==> src/rtl/pdma_pkg.sv <==
`timescale 1ns/1ps
package pdma_pkg;

    typedef enum logic [1:0] {
        BS_IDLE     = 2'd0,
        BS_WAIT_REQ = 2'd1,
        BS_ACK_HI   = 2'd2,
        BS_ACK_LO   = 2'd3
    } bus_state_e;

    typedef enum logic {
        DIR_SEND = 1'b0,
        DIR_RECV = 1'b1
    } xfer_dir_e;

    // Single-cycle events that move the shared flags.
    typedef struct packed {
        logic cnt_load;
        logic dir_rise;
        logic dir_fall;
        logic fill_last;
        logic drain_last;
        logic blk_done;
        logic bsy_abort;
    } pdma_evt_t;

    typedef struct packed {
        logic not_ready;
        logic busy;
        logic loaded;
        logic dma_mode;
        logic end_of_dma;
        logic last_sent;
        logic irq;
    } pdma_flags_t;

    function automatic logic is_recv(input logic d);
        return xfer_dir_e'(d) == DIR_RECV;
    endfunction

endpackage

==> src/rtl/pdma_buffer.sv <==
`timescale 1ns/1ps
module pdma_buffer #(
    parameter int DEPTH  = 128,
    parameter int DATA_W = 8,
    localparam int AW    = $clog2(DEPTH)
) (
    input  logic              clk,
    input  logic              we,
    input  logic [AW-1:0]     waddr,
    input  logic [DATA_W-1:0] wdata,
    input  logic [AW-1:0]     raddr_a,
    output logic [DATA_W-1:0] rdata_a,
    input  logic [AW-1:0]     raddr_b,
    output logic [DATA_W-1:0] rdata_b
);
    logic [DATA_W-1:0] mem [DEPTH];

    always_ff @(posedge clk) begin
        if (we) mem[waddr] <= wdata;
    end

    assign rdata_a = mem[raddr_a];
    assign rdata_b = mem[raddr_b];
endmodule

==> src/rtl/pdma_host_port.sv <==
`timescale 1ns/1ps
module pdma_host_port
    import pdma_pkg::*;
#(
    parameter int DEPTH  = 128,
    parameter int DATA_W = 8,
    localparam int PW    = $clog2(DEPTH + 1),
    localparam int AW    = $clog2(DEPTH)
) (
    input  logic              clk,
    input  logic              rst,
    input  logic              wr_stb,
    input  logic              rd_stb,
    input  logic              dir_q,
    input  logic [PW-1:0]     eff_len,
    input  logic              set_full,
    input  logic              set_zero,
    input  logic [DATA_W-1:0] buf_rdata,
    output logic [AW-1:0]     buf_addr,
    output logic              wr_ok,
    output logic              fill_last,
    output logic              drain_last,
    output logic [DATA_W-1:0] rdata
);
    logic [PW-1:0] ptr;
    logic          in_block;
    logic          rd_ok;
    logic          hold;

    assign in_block   = ptr < eff_len;
    assign hold       = set_full | set_zero;
    assign wr_ok      = wr_stb & ~is_recv(dir_q) & in_block & ~hold;
    assign rd_ok      = rd_stb &  is_recv(dir_q) & in_block & ~hold;
    assign fill_last  = wr_ok & ((ptr + PW'(1)) == eff_len);
    assign drain_last = rd_ok & ((ptr + PW'(1)) == eff_len);
    assign buf_addr   = ptr[AW-1:0];
    assign rdata      = (is_recv(dir_q) && in_block) ? buf_rdata : '1;

    always_ff @(posedge clk) begin
        if (rst)                 ptr <= PW'(DEPTH);
        else if (set_full)       ptr <= eff_len;
        else if (set_zero)       ptr <= '0;
        else if (wr_ok || rd_ok) ptr <= ptr + PW'(1);
    end
endmodule

==> src/rtl/pdma_bus_seq.sv <==
`timescale 1ns/1ps
module pdma_bus_seq
    import pdma_pkg::*;
#(
    parameter int DEPTH  = 128,
    parameter int DATA_W = 8,
    localparam int PW    = $clog2(DEPTH + 1),
    localparam int AW    = $clog2(DEPTH)
) (
    input  logic              clk,
    input  logic              rst,
    input  logic              go,
    input  logic              abort,
    input  logic              dir_q,
    input  logic [PW-1:0]     eff_len,
    input  logic              req,
    input  logic [DATA_W-1:0] buf_rdata,
    output logic [AW-1:0]     buf_addr,
    output logic              buf_we,
    output logic              ack,
    output logic              dout_en,
    output logic [DATA_W-1:0] dout,
    output logic              blk_done
);
    bus_state_e    state;
    logic [PW-1:0] bptr;
    logic          at_end;

    assign at_end   = (bptr + PW'(1)) == eff_len;
    assign buf_addr = bptr[AW-1:0];
    assign blk_done = (state == BS_ACK_LO) && at_end && !abort;
    assign buf_we   = is_recv(dir_q) && (state == BS_WAIT_REQ) && req && !abort;
    assign ack      = (state == BS_ACK_HI);
    assign dout_en  = !is_recv(dir_q) && (state != BS_IDLE);
    assign dout     = buf_rdata;

    always_ff @(posedge clk) begin
        if (rst || abort) begin
            state <= BS_IDLE;
            bptr  <= '0;
        end else begin
            unique case (state)
                BS_IDLE:     if (go) state <= BS_WAIT_REQ;
                BS_WAIT_REQ: if (req) state <= BS_ACK_HI;
                BS_ACK_HI:   state <= BS_ACK_LO;
                BS_ACK_LO: begin
                    if (at_end) begin
                        bptr  <= '0;
                        state <= BS_IDLE;
                    end else begin
                        bptr  <= bptr + PW'(1);
                        state <= BS_WAIT_REQ;
                    end
                end
                default:     state <= BS_IDLE;
            endcase
        end
    end
endmodule

==> src/rtl/pdma_flags.sv <==
`timescale 1ns/1ps
module pdma_flags
    import pdma_pkg::*;
#(
    parameter int CNT_W = 8
) (
    input  logic             clk,
    input  logic             rst,
    input  pdma_evt_t        evt,
    input  logic             dir_in,
    input  logic [CNT_W-1:0] cnt_val,
    input  logic             dma_start,
    input  logic             eop_en,
    output logic             dir_q,
    output logic [CNT_W-1:0] count,
    output pdma_flags_t      fl
);
    logic final_send;
    logic final_recv;

    assign final_send = evt.blk_done && (count == CNT_W'(1)) && !is_recv(dir_q);
    assign final_recv = evt.drain_last && !fl.loaded;

    always_ff @(posedge clk) begin
        if (rst) begin
            dir_q <= 1'b0;
            count <= '0;
            fl    <= '0;
        end else begin
            dir_q <= dir_in;

            if (evt.cnt_load)        fl.not_ready <= dir_in;
            else if (evt.dir_rise)   fl.not_ready <= 1'b1;
            else if (evt.dir_fall)   fl.not_ready <= 1'b0;
            else if (evt.blk_done)   fl.not_ready <= 1'b0;
            else if (evt.fill_last || evt.drain_last) fl.not_ready <= 1'b1;

            if (evt.fill_last)       fl.busy <= 1'b1;
            else if (evt.blk_done)   fl.busy <= 1'b0;

            if (evt.cnt_load)        count <= cnt_val;
            else if (evt.blk_done)   count <= count - CNT_W'(1);

            if (evt.bsy_abort)       fl.loaded <= 1'b0;
            else if (evt.cnt_load)   fl.loaded <= 1'b1;
            else if (evt.blk_done && count == CNT_W'(1)) fl.loaded <= 1'b0;

            if (evt.bsy_abort || final_send || final_recv) fl.dma_mode <= 1'b0;
            else if (dma_start)      fl.dma_mode <= 1'b1;

            if (dma_start) begin
                fl.end_of_dma <= 1'b0;
                fl.last_sent  <= 1'b0;
                fl.irq        <= 1'b0;
            end else if (final_send) begin
                fl.end_of_dma <= 1'b1;
                fl.last_sent  <= 1'b1;
                fl.irq        <= fl.irq | eop_en;
            end else if (final_recv) begin
                fl.end_of_dma <= 1'b1;
                fl.irq        <= fl.irq | eop_en;
            end
        end
    end
endmodule

==> src/rtl/pdma_engine.sv <==
`timescale 1ns/1ps
module pdma_engine
    import pdma_pkg::*;
#(
    parameter int BUF_DEPTH = 128,
    parameter int DATA_W    = 8,
    parameter int CNT_W     = 8,
    parameter int LEN_W     = 16
) (
    input  logic              clk,
    input  logic              rst,
    input  logic              host_wr,
    input  logic              host_rd,
    input  logic [DATA_W-1:0] host_wdata,
    output logic [DATA_W-1:0] host_rdata,
    input  logic              dir_recv_in,
    input  logic [LEN_W-1:0]  tgt_len,
    input  logic              cnt_wr,
    input  logic [CNT_W-1:0]  cnt_wdata,
    input  logic              dma_start,
    input  logic              eop_irq_en,
    input  logic              mon_bsy,
    input  logic              scsi_req,
    output logic              scsi_ack,
    input  logic              scsi_bsy,
    input  logic [DATA_W-1:0] scsi_din,
    output logic [DATA_W-1:0] scsi_dout,
    output logic              scsi_dout_en,
    output logic              not_ready,
    output logic              busy,
    output logic              cnt_loaded,
    output logic [CNT_W-1:0]  blk_count,
    output logic              dma_mode,
    output logic              end_of_dma,
    output logic              last_byte_sent,
    output logic              irq
);
    localparam int PW = $clog2(BUF_DEPTH + 1);
    localparam int AW = $clog2(BUF_DEPTH);

    logic [PW-1:0]     eff_len;
    logic              dir_q;
    pdma_evt_t         evt;
    pdma_flags_t       fl;
    logic [AW-1:0]     host_addr, bus_addr, waddr;
    logic [DATA_W-1:0] host_buf_q, bus_buf_q, wdata;
    logic              host_wr_ok, bus_we, we;
    logic              fill_last, drain_last, blk_done;
    logic              seq_go, seq_abort;

    assign eff_len = (tgt_len > LEN_W'(BUF_DEPTH)) ? PW'(BUF_DEPTH) : tgt_len[PW-1:0];

    assign evt.cnt_load   = cnt_wr;
    assign evt.dir_rise   = dir_recv_in & ~dir_q;
    assign evt.dir_fall   = ~dir_recv_in & dir_q;
    assign evt.fill_last  = fill_last;
    assign evt.drain_last = drain_last;
    assign evt.blk_done   = blk_done;
    assign evt.bsy_abort  = mon_bsy & ~scsi_bsy & fl.dma_mode;

    assign seq_abort = evt.cnt_load | evt.dir_rise | evt.dir_fall | evt.bsy_abort;
    assign seq_go    = fl.dma_mode & fl.loaded & fl.not_ready & (eff_len != '0);

    // Buffer write port: the bus fills when receiving, the host when sending.
    assign we    = is_recv(dir_q) ? bus_we   : host_wr_ok;
    assign waddr = is_recv(dir_q) ? bus_addr : host_addr;
    assign wdata = is_recv(dir_q) ? scsi_din : host_wdata;

    pdma_buffer #(.DEPTH(BUF_DEPTH), .DATA_W(DATA_W)) u_buf (
        .clk     (clk),
        .we      (we),
        .waddr   (waddr),
        .wdata   (wdata),
        .raddr_a (host_addr),
        .rdata_a (host_buf_q),
        .raddr_b (bus_addr),
        .rdata_b (bus_buf_q)
    );

    pdma_host_port #(.DEPTH(BUF_DEPTH), .DATA_W(DATA_W)) u_host (
        .clk        (clk),
        .rst        (rst),
        .wr_stb     (host_wr),
        .rd_stb     (host_rd),
        .dir_q      (dir_q),
        .eff_len    (eff_len),
        .set_full   ((cnt_wr & dir_recv_in) | evt.dir_rise),
        .set_zero   ((cnt_wr & ~dir_recv_in) | evt.dir_fall | blk_done),
        .buf_rdata  (host_buf_q),
        .buf_addr   (host_addr),
        .wr_ok      (host_wr_ok),
        .fill_last  (fill_last),
        .drain_last (drain_last),
        .rdata      (host_rdata)
    );

    pdma_bus_seq #(.DEPTH(BUF_DEPTH), .DATA_W(DATA_W)) u_bus (
        .clk       (clk),
        .rst       (rst),
        .go        (seq_go),
        .abort     (seq_abort),
        .dir_q     (dir_q),
        .eff_len   (eff_len),
        .req       (scsi_req),
        .buf_rdata (bus_buf_q),
        .buf_addr  (bus_addr),
        .buf_we    (bus_we),
        .ack       (scsi_ack),
        .dout_en   (scsi_dout_en),
        .dout      (scsi_dout),
        .blk_done  (blk_done)
    );

    pdma_flags #(.CNT_W(CNT_W)) u_flags (
        .clk       (clk),
        .rst       (rst),
        .evt       (evt),
        .dir_in    (dir_recv_in),
        .cnt_val   (cnt_wdata),
        .dma_start (dma_start),
        .eop_en    (eop_irq_en),
        .dir_q     (dir_q),
        .count     (blk_count),
        .fl        (fl)
    );

    assign not_ready      = fl.not_ready;
    assign busy           = fl.busy;
    assign cnt_loaded     = fl.loaded;
    assign dma_mode       = fl.dma_mode;
    assign end_of_dma     = fl.end_of_dma;
    assign last_byte_sent = fl.last_sent;
    assign irq            = fl.irq;
endmodule

==> config.mk <==
export PLATFORM = sky130hd
export DESIGN_NAME = pdma_engine
export DESIGN_NICKNAME = d
export VERILOG_FILES = /design/src/rtl/pdma_pkg.sv /design/src/rtl/pdma_buffer.sv /design/src/rtl/pdma_host_port.sv /design/src/rtl/pdma_bus_seq.sv /design/src/rtl/pdma_flags.sv /design/src/rtl/pdma_engine.sv
export SDC_FILE = /design/constraint.sdc
export NUM_CORES = 1
export LEC_CHECK = 0
export BUFFER_PORTS_ARGS = -buffer_cell sky130_fd_sc_hd__buf_2
export CAP_MARGIN = 20
export CORE_MARGIN = 2
export CORE_UTILIZATION = 39
export CTS_CLUSTER_SIZE = 14
export DETAILED_ROUTE_END_ITERATION = 8
export PLACE_DENSITY = 0.6
export SLEW_MARGIN = 20
export SYNTH_ARGS = -nofsm -noshare
export SYNTH_HDL_FRONTEND = slang
export SYNTH_SLANG_ARGS = --single-unit
==> constraint.sdc <==
create_clock -name clk -period 3.7 [get_ports clk]
set_input_delay 0.37 -clock clk [delete_from_list [all_inputs] [get_ports clk]]
set_output_delay 0.37 -clock clk [all_outputs]
set_load 0.05 [all_outputs]
=== After elaboration in Yosys (flattened, before gate mapping) ===
Memory sizes are Yosys's and may differ from the RTL's. A register that Yosys moved wholly into a read port is not among the register bits.
Cells that the tools add are included.
W data, S select, Z words.

* Flip-flop bits (word level): 34
* RAM bits: 1024
* Input bits: 51
* Output and inout port bits: 33
* Word-level logic and storage cells: 120
* Memories: 1

* Add/sub/neg operators: 3
* Magnitude comparators: 2
* Eq/ne operators: 8
* Mux-type cells: 34
* Bitwise gates (word level): 29
* Reductions and logical operators: 31

{| class="wikitable"
|+ Memory list
! name !! words !! width !! rd ports !! clocked after Yosys merged registers in !! wr ports !! RTL line !! text
|-
| u_buf.mem || 128 || 8 || 2 || 2 || 1 || pdma_buffer.sv:16 || <nowiki>logic [DATA_W-1:0] mem [DEPTH];</nowiki>
|}

{| class="wikitable"
|+ Operators by type and width
! kind !! count
|-
| $mux W8 || 9
|-
| $mux W7 || 5
|-
| $and A1 B1 Y1 || 17
|-
| $mux W1 || 17
|-
| $add A8 B1 Y8 const B || 2
|-
| $eq A8 B8 Y1 || 2
|-
| $gt A16 B8 Y1 const B || 1
|-
| $logic_and A1 B1 Y1 || 10
|-
| $reduce_bool A2 Y1 || 5
|-
| $eq A8 B1 Y1 const B || 1
|-
| $lt A8 B8 Y1 || 1
|-
| $or A1 B1 Y1 || 8
|-
| $pmux W2 S4 || 1
|-
| $reduce_bool A8 Y1 || 1
|-
| $sub A8 B1 Y8 const B || 1
|-
| $reduce_or A2 Y1 || 3
|-
| $logic_or A1 B1 Y1 || 5
|-
| $reduce_bool A5 Y1 || 1
|-
| $eq A2 B2 Y1 const B || 2
|-
| $mux W2 || 2
|-
| $ne A2 B2 Y1 const B || 2
|-
| $not A1 Y1 || 4
|-
| $logic_not A1 Y1 || 3
|-
| $reduce_bool A3 Y1 || 1
|-
| other kinds (3) || 3
|}

=== Longest topological paths before layout ===
* Depth in word-level cells: 18
* Mapped depth: 14

=== Hierarchy ===
From an unflattened synthesis, not the netlist that was laid out.

* Cells, all modules: 2440
* Area, all modules: 50803.7 µm²

{| class="wikitable"
|+ Modules (own cells, without submodules)
! module !! instances !! cells an instance !! area each (µm²) !! seq. area each (µm²)
|-
| pdma_buffer || 1 || 2047 || 47528.1 || 30749.5
|-
| pdma_host_port || 1 || 150 || 1132.3 || 160.2
|-
| pdma_bus_seq || 1 || 115 || 1003.5 || 200.2
|-
| pdma_flags || 1 || 85 || 788.3 || 320.3
|-
| pdma_engine || 1 || 43 || 351.6 || 0.0
|}

=== Worst setup path before layout ===
Ideal clock, no wire load.

* Path type: in2reg
* Start: input port tgt_len[9]
* End: memory u_buf.mem[110][0] (enable)
* Setup time: 0.370 ns
* Arrival: 3.553 ns
* Required time: 3.330 ns
* Setup slack: -0.223 ns
* Cell stages on the path: 13
* Path buffers: 2
* Cell sequence: or4_1 > or2_2 > a21oi_2 > nand2_1 > ha_1 > o21ai_0 > a21oi_1 > o41ai_1 > and2_1 > clkbuf_1 > a31oi_2 > clkbuf_1 > nor2_1

* Longest elaborated chain between the ends: 12
* Elaborated cells on any way between the ends: 14

{| class="wikitable"
|+ Ends and longest elaborated chain
! element !! RTL line !! text
|-
| start: declaration || pdma_engine.sv:17 || <nowiki>input logic [LEN_W-1:0] tgt_len,</nowiki>
|-
| $gt A16 B8 Y1 (*) || pdma_engine.sv:51 || <nowiki>assign eff_len = (tgt_len > LEN_W'(BUF_DEPTH)) ? PW'(BUF_DEPTH) : tgt_len[PW-1:0];</nowiki>
|-
| $mux W8 (*) || pdma_engine.sv:51 ||
|-
| branches (longest 6 deep; another with $lt A8 B8 Y1) || - ||
|-
| $and A1 B1 Y1 (*) || pdma_host_port.sv:32 || <nowiki>assign wr_ok = wr_stb & ~is_recv(dir_q) & in_block & ~hold;</nowiki>
|-
| $mux W1 (*) || pdma_engine.sv:65 || <nowiki>assign we = is_recv(dir_q) ? bus_we : host_wr_ok;</nowiki>
|-
| $mux W1 (*) || pdma_buffer.sv:19 || <nowiki>if (we) mem[waddr] <= wdata;</nowiki>
|-
| $mux W1 (implied by the code) (*) || pdma_buffer.sv:19 ||
|-
| end: declaration || pdma_buffer.sv:16 ||
|}

Mark *: on every way between the ends.

==> flow_summary.toml <==
[timing]
period_needed_ns = 4.247
drv_slew = 0
finalCritPeriodShare_pct = 114.8
tns_ns = -7.857
finalClockSkew_ns = 0.02466
rsz0062_at_grt = "yes"
hold_viol = 0
hold_slack_ns = 0.1029
max-slew-margin-rel_pct = 32.91
setup_violations = 16
fmax_mhz = 235.5
setup_ws_ns = -0.5465
tightest_slew_ns = 1.005

[grt]
overflow = 0
grt_pass1_vias = 29738
antenna_found_initial = 9
grt_max_degree = 104
grt_usage_pct = 23.71
grt_pass1_wl_um = 226900

[status]
violations = "setup timing"
status = "complete, but fails checks"

[floorplan]
die-area_um2 = 133700
die_w_um = 365.7
fp-row-count = 132
ioPinCount = 84
fp.dieH_um = 365.7
core_area_um2 = 129600
start_util_pct = 39.36

[power_and_ir_drop]
internal-power_uw = 21390
clock_power_share_pct = 44.3
p_sw_uw = 5987
combPwrFrac_pct = 6.7
power_leakage_uw = 0.01854
p_seq_share_pct = 49.0
power_density_nw_per_um2 = 442.8
switching_share_pct = 21.87
peakVddDrop_uv = 393.1
p_total_uw = 27370

[final_layout]
mostFrequentLayoutCell = "edfxtp_1"
nFillCells = 10501
drive_above_1_share_pct = 46.20
syn2layout_area_growth_pct = 21.16
layout_common_cells = "1,024 x edfxtp_1, 672 x mux4_2, 212 x buf_4"
nNetsFinal = 2955

[logic_synthesis]
netlist_instances = 2546
synth_edf_count = 1024
synth_nets = 2613
ys_seq_elements = 1072
ys_types = 68
avgSynthCellArea_um2 = 20.04
synth_seq_area_share_pct = 62.15
synth_area_leader_cell = "edfxtp_1"
synth-async-reset-ratio_pct = 0
synth_area_leaders = "edfxtp_1 60%, mux4_2 30%, dfxtp_1 1.9%, nor2_1 1.4%, clkbuf_1 0.88%"
syn_area_um2 = 51030
yosys_warnings = 0
synth_top_flop_cell = "edfxtp_1"
synth_top_area_share_pct = 60.26

[clock_tree]
cts_made_buffers = 113
cts_tree = "yes"
cts-root-buf = "clkbuf_16"
htree_levels = 3
numClockSinks = 1072
insertion_delay_ns = 0.70
clk_transition_reported_paths_ns = 0.06
clk_path_buf_depth = 3

[detailed_routing]
antenna_left = 0
drt_first_pass_iters = 6
drcViolationCount = 0
num_vias = 29651
drt_iter0_markers = 3728
via_per_inst = 6.269
drt_wl_total_um = 160000
wl_per_cell_um = 33.83

[place]
io_buffers = 83
post-place-ws_ns = -0.3543
dp_hpwl_um = 108300
gp_congestion = 0.9264

[setup_path]
worstSetupEndpointType = "output pin"
crit_required_ns = 3.33
worst_setup_path_start_kind = "register"
crit_path_max_fanout = 8
crit_arrival_ns = 3.88
crit_type = "register to output pin"

[job]
maxCapViolCount = 0

[worst_hold_path]
holdCritPathClass = "primary input to register"
## logic make-up after synthesis
logic type | Yosys count | share of synthesized area (%)
multiplexers | 691 | 30.08
XOR/XNOR | 23 | 0.3948
flip-flops | 1072 | 62.15
AND/OR/NAND/NOR | 391 | 3.350
buffers and inverters | 232 | 1.783
adder cells (fa/ha/maj) | 16 | 0.3923
AO/OA/AOI/OAI | 121 | 1.856
## cell type report
type                    count  area, um^2  area share [%]
diodes                      1       2.502        0.004048
clock buffers             142        3154           5.102
clock inverters            72       848.3           1.372
inverters                  29       110.1          0.1781
multi-input cells        1242       18840           30.48
flip-flops and latches   1072       31740           51.34
well taps                1742        2180           3.526
repair buffers            430        4946           8.000
## metal layers
metal | global-route usage, % | wire (um)
met2 | 37.43 | 76230
met1 | 32.84 | 62050
met4 | 7.255 | 5253
met3 | 5.513 | 16470
met5 | 0 | 31
## cells in the mapped netlist (4+ instances only)
cell and number:
buf_2 12, o21ai_0 9, nor2_1 195, and3_1 6
xnor2_1 19, a211oi_1 10, nand3_1 19, o211ai_1 5
or2_2 4, buf_1 69, mux2_2 19, clkbuf_1 119
ha_1 16, o22a_1 8, nor3_1 23, nor4_1 5
nand4_1 6, dfxtp_1 48, and2_1 7, mux4_2 672
a221oi_1 6, edfxtp_1 1024, inv_1 28, nand3b_1 5
nand2_1 99, xor2_1 4, nor2b_1 4, a21oi_1 16
o21a_1 5, a221oi_2 4, a31oi_1 17
## per-stage QoR
| stage | std cells | instance area [um^2] | utilization (%) |
|---|---|---|---|
| after detailed placement | 4450 | 56300 | 43.43 |
| after global placement | 4450 | 56300 | 43.43 |
| after CTS | 4720 | 61650 | 47.55 |
| final | 4730 | 61820 | 47.68 |
| after global routing | 4729 | 61820 | 47.68 |
| after floorplan | 2546 | 51390 | - |
## registers in the layout, indices dropped and copies added (netlist names), named ones only
register	cells
u_buf.mem	1024
u_bus.bptr	8
u_bus.state	2
u_flags.count	8
u_flags.dir_q	1
u_flags.fl	7
u_host.ptr	8
## power groups by stage
stage | logic (uW) | registers, uW | clock network, uW
global placement | 1610 | 13700 | 0
CTS | 1800 | 13400 | 12300
floorplan | 827 | 13700 | 0
global route | 1890 | 13400 | 12800
detailed placement | 1630 | 13700 | 0
finish | 1830 | 13400 | 12100
## worst max-delay path, stage by stage (launching register included)
cell and delay, ns:
dfxtp_4 0.44, buf_12 0.19, buf_16 0.20, buf_4 0.18, mux4_2 0.55, mux4_2 0.57
mux4_2 0.51, mux2_4 0.33, buf_6 0.17
## path summary, 6_finish.rpt
check	from	to	slack (ns)	cells after the start
hold / removal	cnt_wr	u_flags.count[7]	0.10	3
setup / recovery	register	scsi_dout[0]	-0.55	8
setup reg to reg	u_bus.bptr[0]	u_buf.mem[4][0]	0.39	11
hold reg to reg	u_flags.fl[2]	u_flags.fl[2]	0.49	1
## timing repair
| action | 4_1_cts | 5_1_grt |
|---|---|---|
| resized for setup | 87 | 7 |
| hold buffers | 11 | 0 |
| setup endpoints to repair | 16 | 16 |
| cloned | 22 | 5 |
| setup buffers | 24 | 7 |
| hold endpoints to repair | 14 | 0 |
| pin swaps | 7 | 3 |
Power figures use the tool's default switching activity.
